==> config.mk <==
export PLATFORM = sky130hd
export DESIGN_NAME = rx_gain_mapper
export DESIGN_NICKNAME = d
export VERILOG_FILES = /design/src/rtl/rxg_pkg.sv /design/src/rtl/rxg_source.sv /design/src/rtl/rxg_clamp.sv /design/src/rtl/rxg_split.sv /design/src/rtl/rx_gain_mapper.sv
export SDC_FILE = /design/constraint.sdc
export NUM_CORES = 1
export LEC_CHECK = 0
export BUFFER_PORTS_ARGS = -buffer_cell sky130_fd_sc_hd__buf_2
export CAP_MARGIN = 20
export CORE_MARGIN = 3
export CORE_UTILIZATION = 45
export CTS_BUF_LIST = sky130_fd_sc_hd__clkbuf_8 sky130_fd_sc_hd__clkbuf_16
export DETAILED_ROUTE_END_ITERATION = 10
export PLACE_DENSITY = 0.72
export SETUP_SLACK_MARGIN = 0.3
export SYNTH_ARGS = -nofsm -noshare
export SYNTH_HDL_FRONTEND = slang
export SYNTH_SLANG_ARGS = --single-unit
==> constraint.sdc <==
create_clock -name clk -period 7.2 [get_ports clk]
set_input_delay 0.72 -clock clk [delete_from_list [all_inputs] [get_ports clk]]
set_output_delay 0.72 -clock clk [all_outputs]
set_load 0.01 [all_outputs]
==> src/rtl/rxg_pkg.sv <==
package rxg_pkg;
    localparam int CODE_W   = 5;
    localparam int IDX_W    = 3;
    localparam int MAX_CODE = 21;
    localparam int CAP_CODE = 18;
    localparam int LOW_TOP  = 5;
    localparam int MID_TOP  = 17;

    typedef logic [CODE_W-1:0] code_t;

    typedef struct packed {
        logic [IDX_W-1:0] coarse;
        logic [IDX_W-1:0] fine;
    } split_t;

    function automatic code_t sat_code(input code_t c);
        return (int'(c) > MAX_CODE) ? code_t'(MAX_CODE) : c;
    endfunction
endpackage

==> src/rtl/rxg_source.sv <==
module rxg_source
    import rxg_pkg::*;
(
    input  logic  clk,
    input  logic  rst,
    input  logic  src_sel_host,
    input  logic  host_wr,
    input  code_t host_wdata,
    input  logic  gain_strobe,
    input  code_t gain_bus,
    output code_t code_q
);
    logic  load;
    code_t load_val;

    always_comb begin
        load     = src_sel_host ? host_wr : gain_strobe;
        load_val = sat_code(src_sel_host ? host_wdata : gain_bus);
    end

    always_ff @(posedge clk) begin
        if (rst)       code_q <= '0;
        else if (load) code_q <= load_val;
    end

    p_host_ignore_strobe_r7: assert property (@(posedge clk) disable iff (rst)
        (src_sel_host && !host_wr && gain_strobe) |=> $stable(code_q));
    p_pin_ignore_host_r8: assert property (@(posedge clk) disable iff (rst)
        (!src_sel_host && !gain_strobe && host_wr) |=> $stable(code_q));
    p_sat_range_r6: assert property (@(posedge clk) disable iff (rst)
        int'(code_q) <= MAX_CODE);
endmodule

==> src/rtl/rxg_clamp.sv <==
module rxg_clamp
    import rxg_pkg::*;
(
    input  code_t code_in,
    input  logic  wideband,
    output code_t code_eff,
    output logic  capped
);
    always_comb begin
        capped   = wideband && (int'(code_in) >= CAP_CODE);
        code_eff = capped ? code_t'(CAP_CODE) : code_in;
    end
endmodule

==> src/rtl/rxg_split.sv <==
module rxg_split
    import rxg_pkg::*;
(
    input  code_t  code_in,
    input  logic   capped,
    output split_t stages
);
    int unsigned c;
    int unsigned off;

    always_comb begin
        c   = int'(code_in);
        off = 0;
        stages = '0;
        if (capped) begin
            stages.coarse = IDX_W'(4);
            stages.fine   = IDX_W'(6);
        end else if (c <= LOW_TOP) begin
            stages.coarse = '0;
            stages.fine   = IDX_W'(c);
        end else if (c <= MID_TOP) begin
            off = c - (LOW_TOP + 1);
            stages.coarse = IDX_W'(1 + off / 3);
            stages.fine   = IDX_W'(3 + off % 3);
        end else begin
            stages.coarse = IDX_W'(5);
            stages.fine   = IDX_W'(3 + c - CAP_CODE);
        end
    end
endmodule

==> src/rtl/rx_gain_mapper.sv <==
module rx_gain_mapper
    import rxg_pkg::*;
(
    input  logic              clk,
    input  logic              rst,
    input  logic              src_sel_host,
    input  logic              host_wr,
    input  logic [CODE_W-1:0] host_wdata,
    input  logic              gain_strobe,
    input  logic [CODE_W-1:0] gain_bus,
    input  logic              wideband,
    output logic [IDX_W-1:0]  coarse_idx,
    output logic [IDX_W-1:0]  fine_idx,
    output logic [CODE_W-1:0] eff_code
);
    code_t  held;
    code_t  eff;
    logic   capped;
    split_t st;

    rxg_source u_src (
        .clk(clk), .rst(rst), .src_sel_host(src_sel_host),
        .host_wr(host_wr), .host_wdata(host_wdata),
        .gain_strobe(gain_strobe), .gain_bus(gain_bus), .code_q(held)
    );

    rxg_clamp u_clamp (.code_in(held), .wideband(wideband),
                       .code_eff(eff), .capped(capped));

    rxg_split u_split (.code_in(eff), .capped(capped), .stages(st));

    assign coarse_idx = st.coarse;
    assign fine_idx   = st.fine;
    assign eff_code   = eff;

    p_gain_sum_r9: assert property (@(posedge clk) disable iff (rst)
        (6 * int'(coarse_idx) + 2 * int'(fine_idx)) == 2 * int'(eff_code));
    p_wide_cap_r5: assert property (@(posedge clk) disable iff (rst)
        wideband |-> (int'(eff_code) <= CAP_CODE));
    p_low_region_r2: assert property (@(posedge clk) disable iff (rst)
        (coarse_idx == '0) |-> (int'(fine_idx) <= LOW_TOP));
    p_fine_floor_r3: assert property (@(posedge clk) disable iff (rst)
        (coarse_idx != '0) |-> (int'(fine_idx) >= 3));
endmodule

== Yosys cells after proc, flatten, opt, wreduce, memory -nomap -nowiden ==
Index checks and enable logic that the tools add are counted.

* Register bits after elaboration: 5
* Input bits: 16
* Output and inout bits: 11
* Word-level logic and storage cells: 20

* Add/sub/neg operators: 5
* Divide/modulo/power cells: 2
* Magnitude comparators: 4
* Multiplexer cells: 7
* Reduce and logical (&&, ||, !) cells: 1

{| class="wikitable"
|+ Operators with widths
! kind !! number
|-
| $div 32x2->32 const B || 1
|-
| $mod 32x2->32 const B || 1
|-
| $mux 6 || 3
|-
| $mux 5 || 3
|-
| $add 2x3->3 const A || 2
|-
| $sub 5x3->6 const B || 1
|-
| $ge 5x5->1 const B || 1
|-
| $gt 5x5->1 const B || 1
|-
| $le 5x3->1 const B || 1
|-
| $le 5x5->1 const B || 1
|-
| $add 1x3->3 const A || 1
|-
| $sub 3x2->3 const B || 1
|-
| $logic_and 1x1->1 || 1
|-
| $mux 1 || 1
|}

== Logic depth before layout (Yosys ltp) ==
* Depth in word-level cells: 9
* Gate-level depth with buffers: 24
* Mapped depth without buffers: 21

== Hierarchy ==
A second synthesis with hierarchy kept.

* Cells, all modules: 155
* Area total of the unflattened synthesis: 1,222.4 um^2

{| class="wikitable"
|+ Modules (own cells, without submodules)
! module !! times used !! cells each !! area each (um^2) !! seq. area each (um^2)
|-
| rxg_split || 1 || 118 || 884.6 || 0.0
|-
| rxg_source || 1 || 28 || 285.3 || 100.1
|-
| rxg_clamp || 1 || 9 || 52.6 || 0.0
|}

== Least setup slack after synthesis ==
OpenSTA, ideal clock, no wires.

* Path type: input-to-output
* Start: in wideband
* End: out fine_idx[2]
* Arrival: 4.912 ns
* Data required time: 6.480 ns
* Setup slack: 1.568 ns
* Stages on the path: 21
* Buffers on the path: 1
* Cell sequence: nand2_1 o21bai_2 ha_1 buf_2 nor2_1 a32o_2 o21ai_0 nand2_1 ha_1 a21oi_1 nand4_1 xnor2_1 ha_1 a311oi_2 o2111ai_4 mux2i_1 ha_1 nor4b_1 nand4_1 o211ai_1 nor3b_2

* Longest elaborated chain between the ends: 8
* Elaborated cells on any way between the ends: 12
* Those cells by class: add/sub (4); div (1); order compare (2); mux (4); reduce/logical (1)

{| class="wikitable"
|+ Ends and longest elaborated chain
! item !! line !! RTL
|-
| start: declaration || rx_gain_mapper.sv:11 || <nowiki>input logic wideband,</nowiki>
|-
| $logic_and 1x1->1 * || rxg_clamp.sv:10 || <nowiki>capped = wideband && (int'(code_in) >= CAP_CODE);</nowiki>
|-
| $mux 5 * || rxg_clamp.sv:11 || <nowiki>code_eff = capped ? code_t'(CAP_CODE) : code_in;</nowiki>
|-
| net eff_code[1] || rx_gain_mapper.sv:14 || <nowiki>output logic [CODE_W-1:0] eff_code</nowiki>
|-
| $sub 5x3->6 || rxg_split.sv:22 || <nowiki>off = c - (LOW_TOP + 1);</nowiki>
|-
| $mod 32x2->32 || rxg_split.sv:24 || <nowiki>stages.fine = IDX_W'(3 + off % 3);</nowiki>
|-
| $add 2x3->3 || rxg_split.sv:24 ||
|-
| $mux 6 || rxg_split.sv:21 || <nowiki>end else if (c <= MID_TOP) begin</nowiki>
|-
| $mux 6 * || rxg_split.sv:18 || <nowiki>end else if (c <= LOW_TOP) begin</nowiki>
|-
| $mux 6 * || rxg_split.sv:15 || <nowiki>if (capped) begin</nowiki>
|-
| end: declaration || rx_gain_mapper.sv:13 || <nowiki>output logic [IDX_W-1:0] fine_idx,</nowiki>
|}

The timed path passes the listed nets; every way through them passes the cells marked *.

== Worst setup path in the final report ==
* Start: reg u_src.code_q[3]
* End: out fine_idx[2]

* Longest elaborated chain between the ends: 9
* Elaborated cells on any way between the ends: 13
* Those cells by class: add/sub (4); div (1); order compare (3); mux (4); reduce/logical (1)

{| class="wikitable"
|+ Ends and longest elaborated chain
! item !! line !! RTL
|-
| start: declaration || rxg_source.sv:11 || <nowiki>output code_t code_q</nowiki>
|-
| start signal: assignment || rxg_source.sv:23 || <nowiki>else if (load) code_q <= load_val;</nowiki>
|-
| $ge 5x5->1 || rxg_clamp.sv:10 ||
|-
| $logic_and 1x1->1 || rxg_clamp.sv:10 ||
|-
| $mux 5 || rxg_clamp.sv:11 ||
|-
| $sub 5x3->6 || rxg_split.sv:22 ||
|-
| $mod 32x2->32 || rxg_split.sv:24 ||
|-
| $add 2x3->3 || rxg_split.sv:24 ||
|-
| $mux 6 || rxg_split.sv:21 ||
|-
| $mux 6 || rxg_split.sv:18 ||
|-
| $mux 6 * || rxg_split.sv:15 ||
|}

Every way passes the cells marked *; elsewhere a longest branch is shown, timed or not.

==> results.txt <==
The flow ran to the end, and the final reports show no timing, DRC or antenna violations. In the final design database the tool counted 216 nets. Headroom to the max-slew limit came out at 59.75%. Level count of the clock H-tree: 1. The core region is 2567 um^2. Global route total overflow: 0. In this run the worst setup path begins at u_src.code_q[3]$_SDFFE_PP0P_. STA puts the critical path data arrival time at 5570 ps.

In this run, synthesis inferred 0 flip-flops with an integrated enable. The quantity of hold-fixing buffers added after cts is 0. For the maximum clock insertion buffer count, the log shows 2. At the end of routability-driven placement, the weighted congestion stood at 0.9565. Cell taking the most area after synthesis: ha_1. In this run the worst path has a maximum fanout of 17. The worst path needs 6291 ps of the cycle, external delays included. After floorplanning, the core was divided into 18 placement rows. The mux share of post-synthesis cell area came out at 8.193%. TritonCTS built the clock tree.

The synthesized netlist devotes 34.16% of its cell area to compound gates. The kind of end point of the critical path is an output pin. The logs give 0 for the number of antenna violations at the first check in global routing and 0.0001622 V for the worst ir drop on vdd. The net switching fraction of the power is 44.62%. The worst min-delay path class is flop to flop. STA classifies the critical path startpoint as a flop. In this run, CTS created clock tree buffers numbering 3. Critical path's largest stage delay: 690 ps. Number of synthesis warnings: 0.

The tools report the source of the worst hold timing path as u_src.code_q[0]$_SDFFE_PP0P_. Setup violations remaining at the end of the flow were counted as 0. The clock network is responsible for 19.2% of the overall power.

The combined buffer and inverter count along the critical path was 1; the number of buffers inserted by port buffering was 26. The repair_antennas step left the layout with diodes totalling 0. The tools report the wire length of the first global-routing pass as 5.326 mm. In the final layout, the registers with the most flip-flops are u_src.code_q (5). The final worst-path setup slack came out at 909.5 ps. In the final routed layout, each cell accounts on average for 14.67 um. The top cell type by area accounts for 11.85% of the synthesized area.

The number of cells produced by synthesis was 168. Internal power comes to 0.1466 mW. Cells with a size suffix above 1 make up 25.13% of the layout. Sequential elements use 7.897% of the synthesized area.

The kind of cell adding the most delay to the critical path was compound AO/OA/AOI/OAI gates. The clock latency of the later-clocked register in the worst-skew pair is 220 ps. Clock-pin slew was measured on the worst setup and hold paths at 40 ps. The total power divided by cell area is 185.5 nW/um^2. In the post-synthesis netlist, the biggest area contributors are ha_1 12%, dfxtp_1 7.9%, mux2i_1 5.5%.

The cell at the root of the clock tree was clkbuf_8. The fraction of the mapped netlist area in adder cells was 11.85%; the transition time of the tightest slew-check pin was 602.9 ps. The die is 59.07 um wide. The analysis attributes to cell leakage a power of 0.6318 nW.

Total global routing track utilization: 19.10%. The worst path required time was 6480 ps; the net switching component of the power was 0.1181 mW. Floorplan die area: 3489 um^2.

After synthesis, the most frequently instantiated cells are 15 x nor2_1, 13 x nand2_1, 12 x ha_1. Counting every net in the synthesized netlist gives 196. The number of top-level design ports is 27. Between clock sinks in the finished design, the worst skew comes to 0 ps.

The critical path goes through nor2_1 -> o21bai_4 -> ha_2 -> nor2_1 -> a32o_2 -> o21ai_1 -> nand2_1 -> ha_1 -> a21oi_1 -> nand4_1 -> xnor2_1 -> ha_1 -> a311oi_2 -> o2111ai_4 -> mux2i_1 -> ha_1 -> nor4b_1 -> nand4_1 -> o211ai_1 -> nor3b_2 -> buf_2. The initial utilization of the core area, before any placement, comes to 49.37%. In the final layout, the multi-input gates occupy 1077 um^2. The async set-or-reset flop fraction in the synthesized netlist was 0%. The register with the most flip-flops in the layout has 5 of them.

The filler cells instantiated in the layout total 253. The worst hold slack is 673.6 ps. The detailed router placed 1347 vias in this run. After routing, the total negative slack on setup checks comes to 0 ps. Timing would allow up to 0.1590 GHz. The pin count of the biggest net entering global routing was 18; the mean area per synthesized cell was 7.544 um^2. The tools report the register area as 100.1 um^2.

The top register by number of flip-flops is u_src.code_q. The first TritonRoute pass finished after 5 iterations. Across the run, the number of max-cap violations was 0. The number of vias per cell after detailed routing works out to 6.207.

Among all flip-flop cells after synthesis, the most frequent one is dfxtp_1. The cell occurring most often along the worst timing path was ha_1. After synthesis, the netlist uses 52 different library cells. After layout, the worst path uses 87.37% of the clock period. For the final wirelength, the log shows 3.183 mm.

The final number of max-transition violations was 0; the worst setup slack after placement was 593.6 ps. After detailed routing, the number of remaining DRC violations is 0. The slowest library cell on the worst path is dfxtp_1. The half-perimeter wire length after placement came out at 2.482 mm.

For the via count of the first global-routing pass, the log shows 1246. The leading cell type by number of instances after synthesis was nor2_1. By area, the combinational part of the netlist is dominated by compound AO/OA/AOI/OAI gates. Of the total power, combinational logic draws 66.6%. Once detail routing completed, the nets flagged for antenna violations numbered 0. The run gives 0 as the hold violation count in the final report. Per report_power, the sequential group accounts for 14.2% of the total.

The synthesis-to-finish area growth came out at 12.64%. The detailed router finished its first iteration with 38 violations. The die is 59.07 um tall. For this design, the sink count on the clock tree is 5.

The share of synthesized cell area in and, or, nand and nor gates is 27.94%. In this run, synthesis produced a sequential element count of 5. The startpoint of the most critical register-to-register path is u_src.code_q[3]$_SDFFE_PP0P_.

Xor/xnor cell area share of the yosys netlist: 2.073%. The run gives 1267 um^2 as the post-synthesis instance area. The critical path in this run is classified as flop to output pin. Setup repair after global routing left no endpoint under its margin.
==> final timing paths <==
kind	endpoint	cells past startpoint	slack (ps)
worst min-delay path	u_src.code_q[0]$_SDFFE_PP0P_	2	670
worst max-delay path	fine_idx[2]	21	910
worst max register to register	u_src.code_q[3]$_SDFFE_PP0P_	2	6190
worst min register to register	u_src.code_q[0]$_SDFFE_PP0P_	2	670
==> per-layer routing <==
layer / global-route usage [%] / part of all wire (%)
met1: 23.79 / 43
met2: 31.86 / 50
met3: 5.011 / 5.6
met4: 6.149 / 1.3
met5: 0 / 0
==> cells by family (layout without fill, tap and decap cells) <==
group,after synthesis,in the layout
simple gates,64,64
xor+xnor,3,3
compound gates,53,53
buf+inv,21,40
mux,10,10
flops,5,5
fa+ha+maj,12,12
==> power by group through the flow <==
stage | Sequential, mW | Clock [mW] | Combinational (mW)
CTS | 0.0374 | 0.0513 | 0.176
global route | 0.0386 | 0.0542 | 0.197
finish | 0.0377 | 0.0508 | 0.176
floorplan | 0.0314 | 0 | 0.141
global placement | 0.0375 | 0 | 0.169
detailed placement | 0.0379 | 0 | 0.174
==> through the flow <==
step           total power, mW  cells  utilization (%)  instance area, um^2
2_1_floorplan           0.1725    168                -                 1267
3_3_place_gp            0.2060    213            53.46                 1373
3_5_place_dp            0.2123    213            53.46                 1373
4_1_cts                 0.2645    217            55.21                 1418
5_1_grt                 0.2898    217            55.60                 1428
6_report                0.2648    217            55.60                 1428
==> cell usage in the layout, fill, tap and decap left out, drive strengths merged, types with 3 or more instances in the layout <==
cell	netlist	layout
a211oi	5	5
a21o	4	4
a21oi	10	10
and2	5	5
buf	7	26
clkbuf	4	3
dfxtp	5	5
ha	12	12
inv	10	11
mux2	3	3
mux2i	7	7
nand2	13	13
nand2b	4	4
nand3b	3	3
nand4	3	3
nor2	16	16
nor3	4	4
nor3b	4	4
o211ai	3	3
o21ai	11	11
xnor2	3	3
==> worst reg2reg max path, cell delays in order (launching register included) <==
cell	delay [ps]
dfxtp_1	690
nand2_1	110
a21oi_1	140
==> cell type report <==
type / instances / share of cell area (%)
Tap cell: 30 / 2.629
Sequential cell: 5 / 7.011
Inverter: 10 / 2.629
Clock inverter: 1 / 0.2629
Timing Repair Buffer: 26 / 9.115
Clock buffer: 3 / 2.892
Multi-Input combinational cell: 142 / 75.46
==> timing repair <==
item / in CTS / in global routing
endpoints found under the setup margin: 0 / 2
setup buffers: 0 / 0
resized for setup: 0 / 3
(Power assumes the default switching activity.)
